File: src/rtl/exc_entry_seq.sv
module exc_entry_seq #(
  parameter logic [15:0] NMI_BASE = 16'hFFFA,
  parameter logic [15:0] RST_BASE = 16'hFFFC,
  parameter logic [15:0] IRQ_BASE = 16'hFFFE,
  parameter logic [15:0] SP_INIT  = 16'h01FF,
  parameter logic [7:0]  P_INIT   = 8'h36
) (
  input  logic        clk,
  input  logic        rst_n,
  input  logic        irq_line,
  input  logic        nmi_line,
  input  logic        boundary,
  input  logic        cli_done,
  input  logic [15:0] pc_in,
  input  logic [15:0] sp_in,
  input  logic [7:0]  p_in,
  input  logic [7:0]  rdata,
  output logic        mem_req,
  output logic        mem_we,
  output logic [15:0] mem_addr,
  output logic [7:0]  mem_wdata,
  output logic        busy,
  output logic        load,
  output logic [15:0] pc_out,
  output logic [15:0] sp_out,
  output logic [7:0]  p_out,
  output logic        clr_idx,
  output logic        irq_ack
);

  localparam int BIT_B = 4;
  localparam int BIT_D = 3;
  localparam int BIT_I = 2;

  typedef enum logic [2:0] {S_IDLE, S_PH, S_PL, S_PP, S_VL, S_VH, S_DONE} st_t;
  typedef enum logic [1:0] {K_RST, K_NMI, K_IRQ} kind_t;

  st_t         state;
  kind_t       kind;
  logic [15:0] pc_r, sp_r;
  logic [7:0]  p_r, vlo, vhi;
  logic        nmi_q, nmi_pend, irq_pend;

  wire nmi_now  = nmi_pend | (nmi_line & ~nmi_q);
  wire irq_now  = irq_pend | irq_line;
  wire take_nmi = nmi_now;
  wire take_irq = ~take_nmi & irq_now & ~p_in[BIT_I] & ~cli_done;
  wire pushing  = (state == S_PH) || (state == S_PL) || (state == S_PP);
  wire reading  = (state == S_VL) || (state == S_VH);

  logic [15:0] base;
  always_comb begin
    case (kind)
      K_NMI:   base = NMI_BASE;
      K_IRQ:   base = IRQ_BASE;
      default: base = RST_BASE;
    endcase
  end

  always_comb begin
    case (state)
      S_PH:    mem_wdata = pc_r[15:8];
      S_PL:    mem_wdata = pc_r[7:0];
      S_PP:    mem_wdata = p_r & ~(8'd1 << BIT_B);
      default: mem_wdata = 8'h00;
    endcase
  end

  assign mem_req  = pushing | reading;
  assign mem_we   = pushing;
  assign mem_addr = pushing ? sp_r : (state == S_VH) ? base + 16'd1 : base;
  assign busy     = (state != S_IDLE);
  assign load     = (state == S_DONE);
  assign pc_out   = {vhi, vlo};
  assign sp_out   = sp_r;
  assign p_out    = (kind == K_RST) ? p_r
                  : ((p_r | (8'd1 << BIT_I)) & ~(8'd1 << BIT_D));
  assign clr_idx  = load && (kind == K_RST);
  assign irq_ack  = load && (kind == K_IRQ);

  always_ff @(posedge clk or negedge rst_n) begin
    if (!rst_n) begin
      state    <= S_VL;
      kind     <= K_RST;
      sp_r     <= SP_INIT;
      p_r      <= P_INIT;
      pc_r     <= '0;
      vlo      <= '0;
      vhi      <= '0;
      nmi_q    <= 1'b0;
      nmi_pend <= 1'b0;
      irq_pend <= 1'b0;
    end else begin
      nmi_q <= nmi_line;
      case (state)
        S_IDLE: begin
          if (boundary) begin
            nmi_pend <= 1'b0;
            irq_pend <= (take_nmi | cli_done) ? irq_now : 1'b0;
            if (take_nmi | take_irq) begin
              state <= S_PH;
              kind  <= take_nmi ? K_NMI : K_IRQ;
              pc_r  <= pc_in;
              sp_r  <= sp_in;
              p_r   <= p_in;
            end
          end else begin
            nmi_pend <= nmi_now;
            irq_pend <= irq_now;
          end
        end
        S_PH: begin nmi_pend <= nmi_now; sp_r <= sp_r - 16'd1; state <= S_PL; end
        S_PL: begin nmi_pend <= nmi_now; sp_r <= sp_r - 16'd1; state <= S_PP; end
        S_PP: begin nmi_pend <= nmi_now; sp_r <= sp_r - 16'd1; state <= S_VL; end
        S_VL: begin nmi_pend <= nmi_now; vlo <= rdata; state <= S_VH; end
        S_VH: begin nmi_pend <= nmi_now; vhi <= rdata; state <= S_DONE; end
        default: begin nmi_pend <= nmi_now; state <= S_IDLE; end
      endcase
    end
  end


  ack_with_load_chk: assert property (@(posedge clk) disable iff (!rst_n)
    irq_ack |-> (load && !clr_idx));


  load_ends_entry_chk: assert property (@(posedge clk) disable iff (!rst_n)
    load |=> !busy);


  entry_flags_chk: assert property (@(posedge clk) disable iff (!rst_n)
    (load && !clr_idx) |-> (p_out[BIT_I] && !p_out[BIT_D]));


  reset_values_chk: assert property (@(posedge clk) disable iff (!rst_n)
    (load && clr_idx) |-> (sp_out == SP_INIT && p_out == P_INIT));


  push_descends_chk: assert property (@(posedge clk) disable iff (!rst_n)
    (mem_we && $past(mem_we)) |-> (mem_addr == $past(mem_addr) - 16'd1));


  start_at_boundary_chk: assert property (@(posedge clk) disable iff (!rst_n)
    $rose(busy) |-> $past(boundary));

endmodule

File: config.mk
export PLATFORM = sky130hd
export DESIGN_NAME = exc_entry_seq
export DESIGN_NICKNAME = d
export VERILOG_FILES = /design/src/rtl/exc_entry_seq.sv
export SDC_FILE = /design/constraint.sdc
export NUM_CORES = 1
export LEC_CHECK = 0
export BUFFER_PORTS_ARGS = -buffer_cell sky130_fd_sc_hd__clkbuf_2
export CELL_PAD_IN_SITES_DETAIL_PLACEMENT = 1
export CELL_PAD_IN_SITES_GLOBAL_PLACEMENT = 1
export CORE_MARGIN = 2
export CORE_UTILIZATION = 37
export DETAILED_ROUTE_END_ITERATION = 8
export PLACE_DENSITY = 0.78
export SYNTH_ARGS = -nofsm -noshare
export SYNTH_HDL_FRONTEND = slang
export SYNTH_SLANG_ARGS = --single-unit
File: constraint.sdc
create_clock -name clk -period 1.84 [get_ports clk]
set_input_delay 0.092 -clock clk [delete_from_list [all_inputs] [get_ports clk]]
set_output_delay 0.092 -clock clk [all_outputs]
set_load 0.03 [all_outputs]
Word level (Yosys, flattened, before mapping)
Cells that the tools add are included.
{"block": "totals", "in_bits": 54, "out_inout_bits": 70, "word_cells": 64, "register_bits": 64}
{"block": "op_classes", "n_bitwise": 13, "n_reduce_logical": 13, "muxes": 16, "n_addsub": 2, "n_eq_ne": 10}
{"cell": "16-bit two-way mux", "count": 4}
{"cell": "16-bit case mux with 2 select lines", "count": 1}
{"cell": "8-bit case mux with 3 select lines", "count": 1}
{"cell": "3-bit case mux with 6 select lines", "count": 1}
{"cell": "16-bit by 1-bit adder with 16-bit output (second input constant)", "count": 1}
{"cell": "16-bit by 1-bit subtractor with 16-bit output (second input constant)", "count": 1}
{"cell": "3-bit == test (second input constant)", "count": 3}
{"cell": "3-bit by 2-bit == test with 1-bit output (second input constant)", "count": 2}
{"cell": "3-bit two-way mux", "count": 2}
{"cell": "3-bit case mux with 2 select lines", "count": 1}
{"cell": "3-bit AND reduction", "count": 2}
{"cell": "1-bit bitwise OR", "count": 5}
{"cell": "1-bit bitwise AND", "count": 4}
{"cell": "1-bit two-way mux", "count": 4}
{"cell": "4-bit two-way mux", "count": 1}
{"cell": "2-bit inequality test (second input constant)", "count": 2}
{"cell": "1-bit NOT", "count": 4}
{"cell": "3-bit by 1-bit == test with 1-bit output (second input constant)", "count": 1}
{"cell": "3-bit logical NOT", "count": 1}
{"cell": "1-bit logical OR", "count": 3}
{"cell": "3-bit nonzero test", "count": 1}
{"cell": "3-bit OR reduction", "count": 1}
{"cell": "2-bit by 1-bit == test with 1-bit output (second input constant)", "count": 1}
{"cell": "2-bit == test (second input constant)", "count": 1}
{"cell": "other kinds (5)", "count": 6}

Logic depth before layout (Yosys ltp)
{"block": "depth", "depth_word": 11, "ltp_mapped": 8, "depth_no_buf": 6}

Worst setup path after synthesis
Ideal clock, no wire load.
{"block": "synth_timing", "path_type": "register to output", "startpoint": "register state[1]", "endpoint": "output port clr_idx", "path_stages_with_launch": 6, "required_time_ns": 1.748, "t_arrival_ns": 1.662, "n_path_buf": 2, "path_slack_ns": 0.086, "cell_sequence": "dfrtp_1 > buf_6 > clkbuf_1 > nand2_1 > nor2_1 > and2_1"}
{"block": "synth_via", "elab_chain_len": 2}
{"element": "from (decl)", "line_no": "38", "rtl": "st_t state;"}
{"element": "from (signal assigned)", "line_no": "83", "rtl": "state <= S_VL;"}
{"element": "from (signal assigned)", "line_no": "101", "rtl": "state <= S_PH;"}
{"element": "from (signal assigned)", "line_no": "112", "rtl": "S_PH: begin nmi_pend <= nmi_now; sp_r <= sp_r - 16'd1; state <= S_PL; end"}
{"element": "3-bit == test", "line_no": "73", "rtl": "assign load = (state == S_DONE);"}
{"element": "via load", "line_no": "23", "rtl": "output logic load,"}
{"element": "1-bit logical AND", "line_no": "78", "rtl": "assign clr_idx = load && (kind == K_RST);"}
{"element": "to (decl)", "line_no": "27", "rtl": "output logic clr_idx,"}
The timed path passes the listed nets, and every way through them passes these cells.

Final worst setup path
{"block": "layout_timing", "startpoint": "register state[1]", "endpoint": "output port mem_wdata[6]"}
{"block": "layout_via", "elab_chain_len": 2}
{"element": "3-bit by 2-bit == test with 1-bit output / 3-bit by 1-bit == test with 1-bit output (equally long branches)", "line_no": "61", "rtl": "case (state)"}
{"element": "8-bit case mux with 3 select lines (*)", "line_no": "61"}
{"element": "to (decl)", "line_no": "21", "rtl": "output logic [7:0] mem_wdata,"}
Every way passes the cells marked *; elsewhere a longest branch is shown, timed or not.

==> impl.org <==
** Outcome
- The flow ran to the end, and the final reports show no timing, DRC or antenna violations.

** Routing
- Final wirelength :: 11,700 um
- DRC violations left :: 0
- In this run, the number of DRC markers left after iteration 0 of detailed routing was 149.
- In this run the remaining antenna-violating nets after routing total 0.
- Vias :: 3,406
- Number of detailed-route iterations in the first pass :: 4
- In the final routed layout, each cell accounts on average for 17.9 um.
- After detailed routing, the number of vias per cell comes to 5.20.

** Logic synthesis
- In the synthesized netlist the async set-or-reset flop fraction comes to 1.00.
- Gate count after technology mapping :: 366
- Number of flip-flops and latches in the synthesized netlist :: 64
- Yosys attributes the largest share of cell area to dfrtp_1 36%, dfstp_2 11%, nand2_1 10%, mux2_2 7.5%, nor2_1 3.1%.
- Primary FF master, synth :: dfrtp_1
- Of the synthesized area, sequential elements account for 0.472.
- The synthesized design contains 0 enable-type register cells.
- The number of different library cells used by synthesis comes to 56.
- Summed over all instances, the cell type with the most area after synthesis is dfrtp_1.
- Of the post-synthesis cell area, the dominant cell type holds 0.365.
- Top cell types by occurrence after synthesis :: 93 x nand2_1, 50 x dfrtp_1, 28 x nor2_1
- Dividing the synthesized area by the synthesized cell count gives 9.38 um^2.
- Syn Std Cell Area :: 3430 um^2
- Count of synthesis-stage warnings from yosys :: 0
- Counting every net in the synthesized netlist gives 424.
- The most common cell in the synthesized netlist is nand2_1.

** Floorplanning
- Die height :: 100 um
- From left edge to right edge, the die measures 100 um.
- Number of placement rows :: 35
- The core region is 9110 um^2.
- Die area :: 10,100 um^2
- Initial standard-cell utilization of the core :: 0.377
- 124 I/O pins were placed.

** Cells and area
- Fill cells in the final layout number 1,065.
- Final instance count without filler cells :: 655
- In the final layout, the share of cells above drive strength 1 is 0.426.
- For this run, the post-layout net count is 597.
- The area growth from synthesis to layout is 45.8%.
- The repair_antennas step left the layout with diodes totalling 0.
- Final Util :: 0.549

** Timing
- The final-report max-slew violation count came to 0.
- Worst hold slack across all endpoints :: 0.0172 ns
- Highest achievable clock rate :: 546 MHz
- Of the available clock period, the critical path in the final layout requires 0.995.
- Tmin final :: 1.83 ns
- Number of failing setup endpoints in the final timing report :: 0
- On the final layout, the worst clock skew is 0.00788 ns.
- Unrepaired setup endpoints after global routing :: yes
- Slew headroom :: 0.584
- At the pin with the least slew margin, the transition time is 0.624 ns.
- Final-report hold violation count :: 0
- After layout, the worst setup slack is 0.00946 ns.
- Setup total negative slack on the finished layout was measured at 0 ns.

** Worst setup path
- STA classifies the critical path endpoint as an output port.
- Cell class contributing the biggest share of worst-path delay :: flip-flops
- Worst Setup Start Kind :: flop
- On the worst path, the slowest cell contributes a delay of 0.48 ns.
- Data on the critical path arrives at its endpoint at 1.74 ns.
- Biggest fanout along the worst timing path :: 11
- Sum of buffers and inverters on the critical path :: 2
- Ordered list of cells on the worst path :: buf_12 > mux2_2 > a21oi_1 > nor2_1 > buf_2
- The slowest stage of the critical path is the dfrtp_2 cell.
- Required @ worst endpoint :: 1.75 ns
- The worst setup path is of the flop to output port kind.

** Power
- Power per cell area :: 2030 nW/um^2
- Maximum vdd ir drop :: 845 uV
- Summed over all cells, the static leakage comes to 2.41 nW.

** Global route
- Vias in the first global route :: 3,584
- Global-route wire length before repair :: 18,200 um
- Global route overflow :: 0
- The number of antenna violations at the first check in global routing was 0.
- Largest net degree at the start of global routing :: 27
- For this run, the total global-route usage over all layers was measured as 0.234.

** Run
- The tool flagged a number of max-cap violations equal to 0.

** Clock network
- CTS buffer count :: 9
- CTS saw 64 sinks.
- The clock passes through at most 2 buffers.
- CTS tree :: built
- Clock latency on the worst-skew pair, taken at its later pin, is 0.35 ns.
- Clock transition at the register clock pins on the worst setup and hold paths after CTS :: 0.07 ns
- Number of H-tree levels :: 3
- The tree is rooted in a clkbuf_8.

** Placed design
- Summed over all nets, the half-perimeter wirelength after detailed placement is 7960 um.
- Timing analysis after detailed placement gives a worst setup slack of 0.0299 ns.
- At the end of routability-driven placement, the weighted congestion stood at 0.844.
- DP Cell Count :: 597
- In this run the tool buffered the top-level ports with 123 buffer cells.

** Hold path
- The worst hold path belongs to the class input pin to flop.
==> metrics by stage <==
| step | cell area (um^2) | total power, mW |
|---|---|---|
| floorplan | 3430 | 6.67 |
| global placement | 4270 | 8.24 |
| detailed placement | 4270 | 8.48 |
| CTS | 4890 | 9.87 |
| global route | 5000 | 10.8 |
| finish | 5000 | 10.2 |
==> logic make-up (layout without fill, tap and decap cells) <==
group / after synthesis / in the layout / share of synthesized area
AND/OR/NAND/NOR: 172 / 172 / 0.239
adder cells (fa/ha/maj): 4 / 4 / 0.0146
multiplexers: 27 / 27 / 0.0871
flip-flops: 64 / 64 / 0.472
AO/OA/AOI/OAI: 63 / 63 / 0.131
buffers and inverters: 36 / 214 / 0.0569
==> metal layers <==
layer | global-route usage | part of all wire
met2 | 0.406 | 0.52
met1 | 0.289 | 0.41
met3 | 0.0557 | 0.048
met5 | 0 | 0
met4 | 0.0674 | 0.015
==> worst paths after layout <==
path,slack (ns),endpoint,startpoint,depth (start not counted)
max,0.009,mem_wdata[6],state[1],5
min,0.02,sp_out[8],sp_in[8],3
max reg2reg,0.09,vlo[7],state[2],5
min reg2reg,0.48,pc_r[11],pc_r[11],2
max in group asynchronous,0.80,p_r[2],rst_n,3
min in group asynchronous,0.30,pc_r[5],rst_n,2
==> worst min-delay path, stage by stage <==
cell and delay [ns]:
clkbuf_2 0.08, o2bb2ai_1 0.12, a21oi_1 0.07
==> state kept, by name, summed over array words and instances (netlist names) <==
signal    count
pc_r         16
nmi_pend      1
kind          2
state         3
vhi           8
irq_pend      1
p_r           8
nmi_q         1
sp_out       16
vlo           8
==> power breakdown <==
| group | switching, mW | internal (mW) |
|---|---|---|
| registers | 0.691 | 2.21 |
| clock network | 0.561 | 0.560 |
| logic | 3.83 | 2.32 |
| total | 5.09 | 5.09 |
==> layout by cell type (no fill, tap or decap), types with 4 or more instances in the layout <==
| cell type | n |
|---|---|
| a211oi_1 | 4 |
| clkbuf_2 | 105 |
| a22oi_1 | 4 |
| mux2_2 | 23 |
| dfstp_2 | 14 |
| inv_1 | 8 |
| o21ai_0 | 10 |
| dlygate4sd3_1 | 36 |
| ha_1 | 4 |
| buf_12 | 7 |
| clkbuf_4 | 7 |
| clkbuf_8 | 12 |
| nand2_1 | 93 |
| buf_2 | 6 |
| buf_4 | 19 |
| buf_6 | 6 |
| nand2b_1 | 14 |
| mux2i_1 | 4 |
| nand3_1 | 4 |
| a21oi_1 | 18 |
| or3_1 | 4 |
| dfrtp_1 | 48 |
| nor2_1 | 24 |
==> what timing repair did <==
item | CTS | global route
hold endpoints to repair | 54 | 0
pin swaps | 0 | 2
endpoints found under the setup margin | 25 | 31
resized for setup | 17 | 34
buffers inserted | 4 | 3
hold buffers | 36 | 0
cloned | 0 | 1
==> layout make-up <==
type	count	area, um^2	area share
multi-input combinational	266	1670	0.333
timing repair buffer	188	1360	0.271
sequential	64	1620	0.324
clock buffer	13	159	0.0317
tap	111	139	0.0277
inverter	10	43.8	0.00875
clock inverter	3	17.5	0.00350
(Power assumes the default switching activity.)
